`src/rtl/mc_pkg.sv`:
```
package mc_pkg;
  localparam int MC_DW  = 16;
  localparam int MC_AW  = 10;
  localparam int MC_OPW = 4;
  localparam int MC_RW  = 2;

  typedef enum logic [MC_OPW-1:0] {
    OP_STOP  = 4'd0,
    OP_LOAD  = 4'd1,
    OP_STORE = 4'd2,
    OP_ADD   = 4'd3,
    OP_SUB   = 4'd4,
    OP_JMP   = 4'd5,
    OP_JZ    = 4'd6,
    OP_JN    = 4'd7
  } op_e;

  typedef enum logic [2:0] {
    S_FETCH, S_DECODE, S_MEM, S_ALU, S_WB, S_HALT
  } st_e;

  function automatic logic [MC_DW-1:0] alu_calc(input logic [MC_DW-1:0] a,
                                                input logic [MC_DW-1:0] b,
                                                input logic sub);
    return sub ? (a - b) : (a + b);
  endfunction

  function automatic logic branch_taken(input logic [MC_OPW-1:0] op,
                                        input logic [MC_DW-1:0] v);
    case (op)
      OP_JMP:  return 1'b1;
      OP_JZ:   return (v == '0);
      OP_JN:   return v[MC_DW-1];
      default: return 1'b0;
    endcase
  endfunction
endpackage

```
`src/rtl/mc_regfile.sv`:
```
module mc_regfile #(
  parameter int DW = 16,
  parameter int RW = 2
) (
  input  logic          clk,
  input  logic          rst_n,
  input  logic          we,
  input  logic [RW-1:0] sel,
  input  logic [DW-1:0] wdata,
  output logic [DW-1:0] rdata
);
  localparam int NREG = 1 << RW;
  logic [DW-1:0] regs [NREG];

  for (genvar g = 0; g < NREG; g++) begin : g_reg
    always_ff @(posedge clk) begin
      if (!rst_n) regs[g] <= '0;
      else if (we && sel == RW'(g)) regs[g] <= wdata;
    end
  end

  assign rdata = regs[sel];
endmodule

```
`src/rtl/mc_alu.sv`:
```
module mc_alu #(
  parameter int DW = 16
) (
  input  logic          clk,
  input  logic          rst_n,
  input  logic          ld_a,
  input  logic          ld_b,
  input  logic          ld_out,
  input  logic          sub,
  input  logic [DW-1:0] din_a,
  input  logic [DW-1:0] din_b,
  output logic [DW-1:0] res
);
  import mc_pkg::*;
  logic [DW-1:0] in1_q, in2_q, out_q;

  always_ff @(posedge clk) begin
    if (!rst_n) begin
      in1_q <= '0;
      in2_q <= '0;
      out_q <= '0;
    end else begin
      if (ld_a)   in1_q <= din_a;
      if (ld_b)   in2_q <= din_b;
      if (ld_out) out_q <= alu_calc(in1_q, in2_q, sub);
    end
  end

  assign res = out_q;

  // the operand registers stay fixed while the result is being computed
  p_operands_held_r5: assert property (@(posedge clk) disable iff (!rst_n)
    ld_out |=> $stable(in1_q) && $stable(in2_q));
endmodule

```
`src/rtl/mc_core.sv`:
```
module mc_core #(
  parameter int DW  = mc_pkg::MC_DW,
  parameter int AW  = mc_pkg::MC_AW,
  parameter int OPW = mc_pkg::MC_OPW,
  parameter int RW  = mc_pkg::MC_RW
) (
  input  logic          clk,
  input  logic          rst_n,
  input  logic [AW-1:0] boot_addr,
  output logic [AW-1:0] mem_addr,
  output logic          mem_we,
  output logic [DW-1:0] mem_wdata,
  input  logic [DW-1:0] mem_rdata,
  output logic          halted,
  output logic          err_illegal
);
  import mc_pkg::*;
  localparam int OP_LSB  = DW - OPW;
  localparam int REG_LSB = OP_LSB - RW;

  st_e           state_q, state_d;
  logic [AW-1:0] pc_q;
  logic [DW-1:0] ir_q;
  logic          illegal_q;

  logic [OPW-1:0] op;
  logic [RW-1:0]  rsel;
  logic [AW-1:0]  afield;
  assign op     = ir_q[DW-1 -: OPW];
  assign rsel   = ir_q[OP_LSB-1 -: RW];
  assign afield = ir_q[AW-1:0];

  logic          rf_we, rf_from_mem;
  logic [DW-1:0] rf_rdata, rf_wdata, alu_res;
  logic          alu_ld_a, alu_ld_b, alu_ld_out, is_sub;
  logic          pc_jump, set_illegal;

  // named events for the checks
  logic fetch_ev, store_ev, halt_ev;
  assign fetch_ev = (state_q == S_FETCH);
  assign store_ev = (state_q == S_MEM) && (op == OP_STORE);
  assign halt_ev  = (state_q == S_HALT);

  assign is_sub = (op == OP_SUB);

  always_comb begin
    state_d     = state_q;
    rf_we       = 1'b0;
    rf_from_mem = 1'b0;
    alu_ld_a    = 1'b0;
    alu_ld_b    = 1'b0;
    alu_ld_out  = 1'b0;
    pc_jump     = 1'b0;
    set_illegal = 1'b0;
    mem_addr    = pc_q;
    mem_we      = 1'b0;
    case (state_q)
      S_FETCH: state_d = S_DECODE;
      S_DECODE: begin
        case (op)
          OP_STOP:           state_d = S_HALT;
          OP_LOAD, OP_STORE: state_d = S_MEM;
          OP_ADD, OP_SUB: begin
            alu_ld_a = 1'b1;
            state_d  = S_MEM;
          end
          OP_JMP, OP_JZ, OP_JN: begin
            pc_jump = branch_taken(op, rf_rdata);
            state_d = S_FETCH;
          end
          default: begin
            set_illegal = 1'b1;
            state_d     = S_HALT;
          end
        endcase
      end
      S_MEM: begin
        mem_addr = afield;
        if (op == OP_STORE) begin
          mem_we  = 1'b1;
          state_d = S_FETCH;
        end else if (op == OP_LOAD) begin
          rf_we       = 1'b1;
          rf_from_mem = 1'b1;
          state_d     = S_FETCH;
        end else begin
          alu_ld_b = 1'b1;
          state_d  = S_ALU;
        end
      end
      S_ALU: begin
        alu_ld_out = 1'b1;
        state_d    = S_WB;
      end
      S_WB: begin
        rf_we   = 1'b1;
        state_d = S_FETCH;
      end
      default: state_d = S_HALT;
    endcase
  end

  always_ff @(posedge clk) begin
    if (!rst_n) begin
      state_q   <= S_FETCH;
      pc_q      <= boot_addr;
      ir_q      <= '0;
      illegal_q <= 1'b0;
    end else begin
      state_q <= state_d;
      if (fetch_ev) begin
        ir_q <= mem_rdata;
        pc_q <= pc_q + AW'(1);
      end else if (pc_jump) begin
        pc_q <= afield;
      end
      if (set_illegal) illegal_q <= 1'b1;
    end
  end

  assign rf_wdata    = rf_from_mem ? mem_rdata : alu_res;
  assign mem_wdata   = rf_rdata;
  assign halted      = halt_ev;
  assign err_illegal = illegal_q;

  mc_regfile #(.DW(DW), .RW(RW)) u_rf (
    .clk(clk), .rst_n(rst_n), .we(rf_we), .sel(rsel),
    .wdata(rf_wdata), .rdata(rf_rdata)
  );

  mc_alu #(.DW(DW)) u_alu (
    .clk(clk), .rst_n(rst_n), .ld_a(alu_ld_a), .ld_b(alu_ld_b),
    .ld_out(alu_ld_out), .sub(is_sub), .din_a(rf_rdata),
    .din_b(mem_rdata), .res(alu_res)
  );

  p_fetch_reads_r3: assert property (@(posedge clk) disable iff (!rst_n)
    fetch_ev |-> !mem_we && mem_addr == pc_q);
  p_pc_step_r3: assert property (@(posedge clk) disable iff (!rst_n)
    fetch_ev |=> pc_q == $past(pc_q) + AW'(1));
  p_store_pulse_r4: assert property (@(posedge clk) disable iff (!rst_n)
    mem_we |=> !mem_we);
  p_halt_sticky_r8: assert property (@(posedge clk) disable iff (!rst_n)
    halted |=> halted);
  p_halt_quiet_r8: assert property (@(posedge clk) disable iff (!rst_n)
    halted |-> !mem_we && !rf_we);
  p_illegal_halts_r9: assert property (@(posedge clk) disable iff (!rst_n)
    err_illegal |-> halted);
  p_illegal_sticky_r9: assert property (@(posedge clk) disable iff (!rst_n)
    err_illegal |=> err_illegal);
  p_alu_then_wb_r5: assert property (@(posedge clk) disable iff (!rst_n)
    alu_ld_out |=> rf_we && !rf_from_mem);
endmodule

```
`config.mk`:
```
export PLATFORM = sky130hd
export DESIGN_NAME = mc_core
export DESIGN_NICKNAME = d
export VERILOG_FILES = /design/src/rtl/mc_pkg.sv /design/src/rtl/mc_regfile.sv /design/src/rtl/mc_alu.sv /design/src/rtl/mc_core.sv
export SDC_FILE = /design/constraint.sdc
export NUM_CORES = 1
export LEC_CHECK = 0
export BUFFER_PORTS_ARGS = -buffer_cell sky130_fd_sc_hd__clkbuf_2
export CAP_MARGIN = 15
export CORE_ASPECT_RATIO = 2
export CORE_MARGIN = 1.5
export CORE_UTILIZATION = 60
export CTS_CLUSTER_SIZE = 40
export DETAILED_ROUTE_END_ITERATION = 6
export PLACE_DENSITY = 0.87
export SYNTH_ARGS = -nofsm -noshare
export SYNTH_HDL_FRONTEND = slang
export SYNTH_HIERARCHICAL = 1
export SYNTH_SLANG_ARGS = --single-unit
```
`constraint.sdc`:
```
create_clock -name clk -period 3.84 [get_ports clk]
set_input_delay 0.192 -clock clk [delete_from_list [all_inputs] [get_ports clk]]
set_output_delay 0.192 -clock clk [all_outputs]
set_load 0.01 [all_outputs]
```
==> results.sh <==
export IMPL_cp_max_fo=15
export IMPL_cts_setup_buffers=0
export IMPL_cts_tree="done"
export IMPL_ys_flop_type="edfxtp_1"
export IMPL_synth_top_cell_area_share_pct=29.5
export IMPL_startpoint_type="register"
export IMPL_hold_buffers=0
export IMPL_numCtsBuffers=17
export IMPL_grt_pass1_wl_mm=29.0
export IMPL_timing_setup_tns_ns=0
export IMPL_clock_latency_ns=0.42
export IMPL_fmax_mhz=298
export IMPL_grt_pass1_vias=5697
export IMPL_synthToLayoutAreaGrowth_pct=12.5
export IMPL_syn_cell_area_sq_mm=0.00754
export IMPL_die_width_um=82.3
export IMPL_numPortBuffers=56
export IMPL_clockBufferDepth=2
export IMPL_synth_top_area_cell="edfxtp_1"
export IMPL_report_final_slew_viol_count=0
export IMPL_holdPathStages=3
export IMPL_rsz0062_at_grt="false"
export IMPL_final_hold_viol_count=0
export IMPL_ys_types=67
export IMPL_route_detailed_drc=0
export IMPL_cp_num_buf_inv=1
export IMPL_grt_overflow=0
export IMPL_endpoint="u_alu/res[12]$_SDFFE_PN0P_"
export IMPL_reg2reg_depth=10
export IMPL_vias=5721
export IMPL_finalCriticalPeriod_ns=3.36
export IMPL_drv_cap=0
export IMPL_power_density_mw_per_mm2=640
export IMPL_path_cells="nor4b_2 -> buf_4 -> mux2i_1 -> fa_1 -> a21o_1 -> a221oi_1 -> nor2_1 -> o311ai_1 -> mux2_1 -> nand3_1"
export IMPL_synth_edf_count=74
export IMPL_setup_ws_ns=0.484
export IMPL_drt_first_pass_iters=7
export IMPL_cts_sinks=142
export IMPL_ff2ff_setup_slack_ns=0.48
export IMPL_fillCellCount=903
export IMPL_max_stage_delay_ns=0.57
export IMPL_via_per_inst=6.25
export IMPL_synth_seq_cells=142
export IMPL_yosys_warnings=6
export IMPL_clkTransAtPathRegs_ns=0.06
export IMPL_antenna_found_initial=0
export IMPL_slowest_stage="a221oi_1"
export IMPL_design_area_sq_mm=0.00848
export IMPL_setup_violations=0
export IMPL_clockRootBuffer="clkbuf_16"
export IMPL_path_depth=10
export IMPL_final_setup_skew_ns=0.00762
export IMPL_dp_slack_ns=0.612
export IMPL_diodes=0
export IMPL_die_y_um=162
export IMPL_instances_no_fill=915
export IMPL_cts_repair_resized=0
export IMPL_globalplace_congestion=0.905
export IMPL_dr_first_iter_drc_count=488
export IMPL_num_rows=57
export IMPL_synthArstFlopShare_pct=0
export IMPL_vdd_drop_max_uv=511
export IMPL_wl_mm=18.7
export IMPL_fin_nets=801
export IMPL_core_region_area_sq_mm=0.0122
export IMPL_place_hpwl_mm=13.7
export IMPL_outcome="finished clean"
export IMPL_synth_area_top_cells="edfxtp_1 29%, dfxtp_1 18%, mux2i_1 5.2%"
export IMPL_cp_end_kind="register"
export IMPL_slew_headroom_pct=20.7
export IMPL_cts_max_level=4
export IMPL_start_util_pct=61.8
export IMPL_crit_start="ir_q[14]$_SDFFE_PN0P_"
export IMPL_p_leak_nw=3.24
export IMPL_syn_avg_cell_area_sq_um=10.6
export IMPL_syn_num_nets=754
export IMPL_seq_area_frac_synth_pct=47.5
export IMPL_arrival_ns=3.72
export IMPL_wl_per_cell_um=20.5
export IMPL_placed_cells=883
export IMPL_die_area_sq_mm=0.0133
export IMPL_grt_max_degree=90
export IMPL_ios=57
export IMPL_grt_util_all_layers_pct=29.8
export IMPL_cp_top_family="compound AO/OA/AOI/OAI gates"
export IMPL_fin_crit_sh_pct=87.4
export IMPL_drive_above_1_share_pct=19.5
export IMPL_cp_required_ns=4.21
export IMPL_reg2reg_to="u_alu/res[12]$_SDFFE_PN0P_"
export IMPL_synthCells=708
export IMPL_postLayoutCoreUtil_pct=69.5
export IMPL_placed_area_sq_mm=0.00791
export IMPL_tightest_slew_ns=1.19
export IMPL_ant_nets=0
export IMPL_holdCritPathClass="in -> reg"
export IMPL_path_class="reg -> reg"
export IMPL_reg2reg_from="ir_q[14]$_SDFFE_PN0P_"
-- registers in the layout (all words and copies together) (netlist names) --
register,cells
u_rf/regs,64
err_illegal,1
u_alu/in2_q,16
pc_q,10
u_alu/res,16
state_q,3
ir_q,16
u_alu/in1_q,16
-- synthesized netlist by cell type (6+ instances only) --
master	n
o21ai_0	18
mux4_2	9
clkbuf_1	23
nor2_1	95
dfxtp_1	68
nand2_1	50
mux4_1	7
buf_2	17
nand3b_1	9
edfxtp_1	74
ha_1	17
nor4_1	10
xnor2_1	21
mux2_2	16
and3_1	7
nand3_1	24
nand4_1	6
xor2_1	10
mux2_4	9
a21oi_1	40
a21o_1	10
nor2b_1	41
inv_1	13
mux2i_1	39
-- cells in the final DEF (no fill, tap or decap), drive strengths merged, types with 3 or more instances in the layout --
cell type | synthesis | final
a21o | 11 | 11
nand3 | 24 | 24
ha | 17 | 17
mux2i | 39 | 39
nor2b | 41 | 41
and3 | 7 | 7
nand2b | 5 | 5
xnor2 | 21 | 21
edfxtp | 74 | 74
clkinvlp | 0 | 3
nor2 | 95 | 95
nand3b | 9 | 9
nand4 | 6 | 6
nor3 | 6 | 6
mux4 | 16 | 16
o211a | 3 | 3
or3 | 4 | 4
nor4 | 11 | 11
mux2 | 27 | 27
clkbuf | 23 | 75
o21ai | 23 | 23
xor2 | 10 | 10
a31oi | 5 | 5
dfxtp | 68 | 68
nand4b | 3 | 3
nand2 | 51 | 51
clkinv | 0 | 3
buf | 23 | 18
inv | 13 | 19
a21oi | 40 | 40
-- power by group --
part | leakage (nW) | total (mW) | switching [mW] | internal (mW)
Clock | 0.273 | 1.59 | 0.671 | 0.922
Combinational | 1.65 | 1.91 | 1.11 | 0.804
Sequential | 1.32 | 1.92 | 0.156 | 1.76
Total | 3.24 | 5.42 | 1.94 | 3.49
-- routing by layer --
metal / wire length, um / GRT usage [%]
met2: 10200 / 53.4
met1: 6560 / 29.3
met5: 0 / 0
met4: 1110 / 19.6
met3: 889 / 6.21
-- how the worst min path moves through the flow --
stage | from | endpoint | slack (ns)
2_1_floorplan | mem_rdata[9] | ir_q[9]$_SDFFE_PN0P_ | 0.33
3_3_place_gp | ir_q[3]$_SDFFE_PN0P_ | ir_q[3]$_SDFFE_PN0P_ | 0.45
3_5_place_dp | ir_q[6]$_SDFFE_PN0P_ | ir_q[6]$_SDFFE_PN0P_ | 0.47
4_1_cts | mem_rdata[15] | ir_q[15]$_SDFFE_PN0P_ | 0.03
5_1_grt | mem_rdata[15] | ir_q[15]$_SDFFE_PN0P_ | 0.05
6_report | mem_rdata[15] | ir_q[15]$_SDFFE_PN0P_ | 0.03
-- per-stage QoR --
stage,hold slack (ns),total power [mW]
2_1_floorplan,0.328,3.34
3_3_place_gp,0.452,3.75
3_5_place_dp,0.466,3.82
4_1_cts,0.0283,5.41
5_1_grt,0.0468,5.67
6_report,0.0337,5.42
-- final cells by class --
cell class	instances	area, sq um	area share [%]
tap	147	184	2.17
multi-input combinational	507	3670	43.3
inverter	13	48.8	0.575
timing repair buffer	74	415	4.90
clock buffer	19	443	5.22
sequential	142	3580	42.3
clock inverter	13	130	1.53
-- cell families (layout without fill, tap and decap cells) --
| kind of cell | Yosys count | count (layout) | share of synthesized area [%] |
|---|---|---|---|
| and+or+nand+nor | 270 | 270 | 18.1 |
| DFF | 142 | 142 | 47.5 |
| AOI/OAI and AO/OA | 106 | 106 | 9.00 |
| muxes | 82 | 82 | 14.8 |
| buffers and inverters | 59 | 119 | 3.83 |
| xor gates and xnor gates | 31 | 31 | 3.60 |
| adders and majority gates | 18 | 18 | 3.09 |
-- worst reg2reg max path, delay by kind of cell, from the launching register on --
kind                     cells  cell delay, ns
flip-flops                   1            0.48
AO/OA/AOI/OAI                3            1.14
buffers and inverters        1            0.26
AND/OR/NAND/NOR              3            0.46
multiplexers                 2            0.51
adder cells (fa/ha/maj)      1            0.45
Power figures use the tool's default switching activity.
